--- src/rtl/ext_irq_front.sv ---
module ext_irq_front #(
  parameter int NUM_SRC = 9,
  parameter int IDX_W   = (NUM_SRC > 1) ? $clog2(NUM_SRC) : 1
) (
  input  logic               clk,
  input  logic               rst_n,
  input  logic               nmi_pin,
  input  logic [NUM_SRC-1:0] irq_pin,
  input  logic [NUM_SRC-1:0] cfg_level,
  input  logic [NUM_SRC-1:0] cfg_active_low,
  input  logic [NUM_SRC-1:0] cfg_mask,
  input  logic               gie_set,
  input  logic               boundary,
  input  logic               ack,
  input  logic [IDX_W-1:0]   ack_idx,
  output logic               take_nmi,
  output logic               take_irq,
  output logic [IDX_W-1:0]   take_idx,
  output logic               gie
);

  logic [NUM_SRC-1:0] act_s1, act_s2, act_s3;
  logic               nmi_s1, nmi_s2, nmi_s3;
  logic               nmi_pend;
  logic [NUM_SRC-1:0] pend, busy;
  logic [NUM_SRC-1:0] rise, req, hit, ack_vec;
  logic [IDX_W-1:0]   win;
  logic               nmi_rise, nmi_go, irq_go;

  always_ff @(posedge clk or negedge rst_n) begin
    if (!rst_n) begin
      act_s1 <= '0;
      act_s2 <= '0;
      act_s3 <= '0;
      nmi_s1 <= 1'b0;
      nmi_s2 <= 1'b0;
      nmi_s3 <= 1'b0;
    end else begin
      act_s1 <= irq_pin ^ cfg_active_low;
      act_s2 <= act_s1;
      act_s3 <= act_s2;
      nmi_s1 <= nmi_pin;
      nmi_s2 <= nmi_s1;
      nmi_s3 <= nmi_s2;
    end
  end

  assign rise     = act_s2 & ~act_s3;
  assign nmi_rise = nmi_s2 & ~nmi_s3;

  assign req = ~busy & ~cfg_mask & ((cfg_level & act_s2) | (~cfg_level & pend));

  always_comb begin
    win = '0;
    for (int i = NUM_SRC - 1; i >= 0; i--)
      if (req[i]) win = IDX_W'(i);
  end

  assign nmi_go  = boundary & nmi_pend;
  assign irq_go  = boundary & ~nmi_pend & gie & (|req);
  assign hit     = irq_go ? (NUM_SRC'(1) << win) : '0;
  assign ack_vec = ack ? (NUM_SRC'(1) << ack_idx) : '0;

  always_ff @(posedge clk or negedge rst_n) begin
    if (!rst_n) begin
      nmi_pend <= 1'b0;
      pend     <= '0;
      busy     <= '0;
      gie      <= 1'b0;
      take_nmi <= 1'b0;
      take_irq <= 1'b0;
      take_idx <= '0;
    end else begin
      nmi_pend <= (nmi_pend & ~boundary) | nmi_rise;
      pend     <= ~cfg_level & ((pend & ~hit) | (rise & ~busy & ~hit));
      busy     <= (busy | hit) & ~ack_vec;
      take_nmi <= nmi_go;
      take_irq <= irq_go;
      if (irq_go) take_idx <= win;
      if (nmi_go || irq_go) gie <= 1'b0;
      else if (gie_set)     gie <= 1'b1;
    end
  end

  AST_TAKE_EXCL: assert property (@(posedge clk) disable iff (!rst_n)
    !(take_nmi && take_irq));
  AST_IRQ_NEEDS_GIE: assert property (@(posedge clk) disable iff (!rst_n)
    take_irq |-> $past(gie));
  AST_IDX_RANGE: assert property (@(posedge clk) disable iff (!rst_n)
    take_irq |-> (int'(take_idx) < NUM_SRC));
  AST_NOT_MASKED: assert property (@(posedge clk) disable iff (!rst_n)
    take_irq |-> (($past(cfg_mask) >> take_idx) & NUM_SRC'(1)) == '0);
  AST_NO_RETAKE_BUSY: assert property (@(posedge clk) disable iff (!rst_n)
    take_irq |-> (($past(busy) >> take_idx) & NUM_SRC'(1)) == '0);
  AST_SINGLE_PULSE: assert property (@(posedge clk) disable iff (!rst_n)
    take_irq |=> !take_irq);
  AST_ON_STROBE: assert property (@(posedge clk) disable iff (!rst_n)
    (take_irq || take_nmi) |-> $past(boundary));

endmodule

--- config.mk ---
export PLATFORM = sky130hd
export DESIGN_NAME = ext_irq_front
export DESIGN_NICKNAME = d
export VERILOG_FILES = /design/src/rtl/ext_irq_front.sv
export SDC_FILE = /design/constraint.sdc
export NUM_CORES = 1
export LEC_CHECK = 0
export CORE_UTILIZATION = 40
export DETAILED_ROUTE_END_ITERATION = 8
export DONT_BUFFER_PORTS = 1
export SLEW_MARGIN = 10
export SYNTH_ARGS = -nofsm -noshare
export SYNTH_HDL_FRONTEND = slang
export SYNTH_SLANG_ARGS = --single-unit
--- constraint.sdc ---
create_clock -name clk -period 4.5 [get_ports clk]
set_input_delay 0.45 -clock clk [delete_from_list [all_inputs] [get_ports clk]]
set_output_delay 0.45 -clock clk [all_outputs]
set_load 0.02 [all_outputs]
==> impl_metrics.tcl <==
set metrics [dict create \
    status "finished, final reports clean" \
    grt_pass1_vias 1520 \
    setup_viol 0 \
    comb_power_share_pct 17.0 \
    peakVddDrop_uv 175 \
    cts.repair.resized 0 \
    drt_pass1_iterations 4 \
    clk_latency_ps 310 \
    setup_ws_ps 2490 \
    rsz0062_at_grt "false" \
    placed_cell_area_mm2 0.00241 \
    synthFlopType "dfrtp_1" \
    post_cts_buffers 0 \
    antenna_found_initial 0 \
    port_buffers 0 \
    crit_type "reg -> reg" \
    die_w_um 78.1 \
    route.detailed.wl_per_inst_um 17.4 \
    finalSetupTns_ps 0 \
    overflow 0 \
    switching_share_pct 29.7 \
    cts-root-buf "clkbuf_8" \
    hold_start "nmi_pin" \
    design_area_mm2 0.00253 \
    drtIter0Drc 99 \
    route.vias.total 1417 \
    clkSlewWorstSetupHoldPaths_ps 90 \
    core_area_mm2 0.00554 \
    clock_sinks 56 \
    cts_inserted_buffers 5 \
    grt_max_degree 57 \
    die_y_um 78.1 \
    r2r_start "gie" \
    p_int_uw 787 \
    dp_hpwl_um 3380 \
    layout_commonest_cell "dfrtp_1" \
    cts_hold_buf 2 \
    tightest_slew_ps 678 \
    synth_area_mm2 0.00232 \
    cts_tree "yes" \
    synth_cell_types 37 \
    syn-num-nets 227 \
    cts_max_path_buffers 2 \
    end_kind "flop" \
    synth_warnings 0 \
    rows 27 \
    nFillCells 513 \
    fin_util_pct 45.8 \
    area_growth_pct 9.40 \
    worstSetupStartpoint "gie" \
    critPathLaunchType "flop" \
    skew_ps 5.06 \
    drive_gt1_share_pct 14.7 \
    ys_async_sr_fraction_pct 100 \
    synthCells 181 \
    rr_worst_depth 4 \
    nNetsFinal 236 \
    yosys_register_bits 56 \
    die_area_mm2 0.00610 \
    max_freq_mhz 497 \
    viasPerCell 5.39 \
    power_mw 1.12 \
    antenna_cells 0 \
    min_path_cells 0 \
    grt_pass1_wl_um 7790 \
    maxSlewHeadroom_pct 54.4 \
    floorplan.initialDensity_pct 41.8 \
    pin_count 53 \
    drv_slew 0 \
    drv_cap 0 \
    power_density_mw_per_mm2 442 \
    h-tree-depth 2 \
    p_leak_nw 1.08 \
    yosysSeqAreaShare_pct 60.5 \
    place.gp.congestion 0.750 \
    pwr-share-seq_pct 57.8 \
    rrSetupSlack_ps 2490 \
    worst-path-max-fanout 7 \
    clkPwrFrac_pct 25.3 \
    syn_avg_cell_area_um2 12.8 \
    wl_um 4580 \
    cp.required_ps 4700 \
    finalHoldViolations 0 \
    hold_path_class "in -> reg" \
    synth_edf_count 0 \
    cp_data_arrival_time_ps 2220 \
    detail-route-antenna-nets 0 \
    drc 0 \
    layout_common_cells "dfrtp_1, inv_1, nor2_1, a211oi_1, a21oi_1" \
    p_switching_uw 332 \
    dp_worst_setup_slack_ps 2510 \
    grt.total_usage_pct 17.1 \
    fin_crit_ps 2010 \
    finalCritPeriodShare_pct 44.7 \
]
power by group through the flow:
stage	Sequential [mW]	Combinational, mW	Clock [mW]
after detailed placement	0.658	0.178	0
after global routing	0.657	0.215	0.313
final	0.646	0.190	0.283
after floorplan	0.642	0.148	0
after global placement	0.653	0.171	0
after CTS	0.648	0.192	0.288
cell families (layout without fill, tap and decap cells):
logic type	Yosys count	after routing	share of synthesized area, %
AO/OA/AOI/OAI	48	48	16.3
AND/OR/NAND/NOR	41	41	11.0
multiplexers	11	11	6.21
XOR/XNOR	9	9	3.40
flip-flops	56	56	60.5
buffers and inverters	16	26	2.59
critical path: stages (launching register included):
cell and delay [ps]:
dfrtp_1 500, nand3_1 330, nor4_2 480, o21bai_2 270, mux2_4 330
final timing paths:
path,endpoint
worst min register to register,act_s2[0]
worst max-delay path,take_idx[0]
worst min-delay path,nmi_s1
worst max register to register,take_idx[0]
min in group asynchronous,nmi_pend
max in group asynchronous,act_s1[1]
cell type report:
type,count,area (um2),area share (%)
repair buffers,2,37.5,1.48
flip-flops and latches,56,1400,55.3
well taps,72,90.1,3.55
inverters,16,60.1,2.37
clock buffers,8,90.1,3.55
multi-input cells,109,856,33.8
stage by stage:
| stage | hold WS, ps | instances |
|---|---|---|
| 3_5_place_dp | 156 | 253 |
| 6_report | 157 | 263 |
| 5_1_grt | 139 | 263 |
| 3_3_place_gp | 156 | 253 |
| 4_1_cts | 151 | 263 |
| 2_1_floorplan | 154 | 181 |
cell usage after synthesis (2+ instances only):
cell type  instances  area (um2)
inv_1             16        60.1
nor4_2             2        25.0
a21oi_1           11        55.1
nand3_1            2        10.0
a211oi_1          11        82.6
and2_1             2        12.5
mux2_4             4        60.1
xor2_1             9        78.8
o211ai_1           2        15.0
or2_2              5        31.3
nor3b_1            5        37.5
o21ai_0            3        15.0
a31oi_1            6        37.5
nand3b_1           2        15.0
nor2_1            11        41.3
mux2i_1            5        50.1
dfrtp_1           56        1400
o32ai_4            2        55.1
o32ai_1            2        17.5
nor3_1             7        35.0
a22oi_1            2        15.0
flip-flops by register name (all words and copies together), names as in the netlist:
register  count
nmi_s1        1
nmi_s3        1
act_s1        9
nmi_pend      1
act_s2        9
busy          9
pend          9
nmi_s2        1
take_nmi      1
act_s3        9
take_idx      4
take_irq      1
gie           1
layer usage:
metal | part of all wire (%) | global-route usage [%] | vias to the layer above
li1 | - | - | 672
met1 | 41 | 19.5 | 682
met2 | 47 | 27.5 | 55
met3 | 10 | 7.79 | 8
met4 | 2.2 | 7.59 | 0
met5 | 0 | 0 | -
Power figures use the tool's default switching activity.
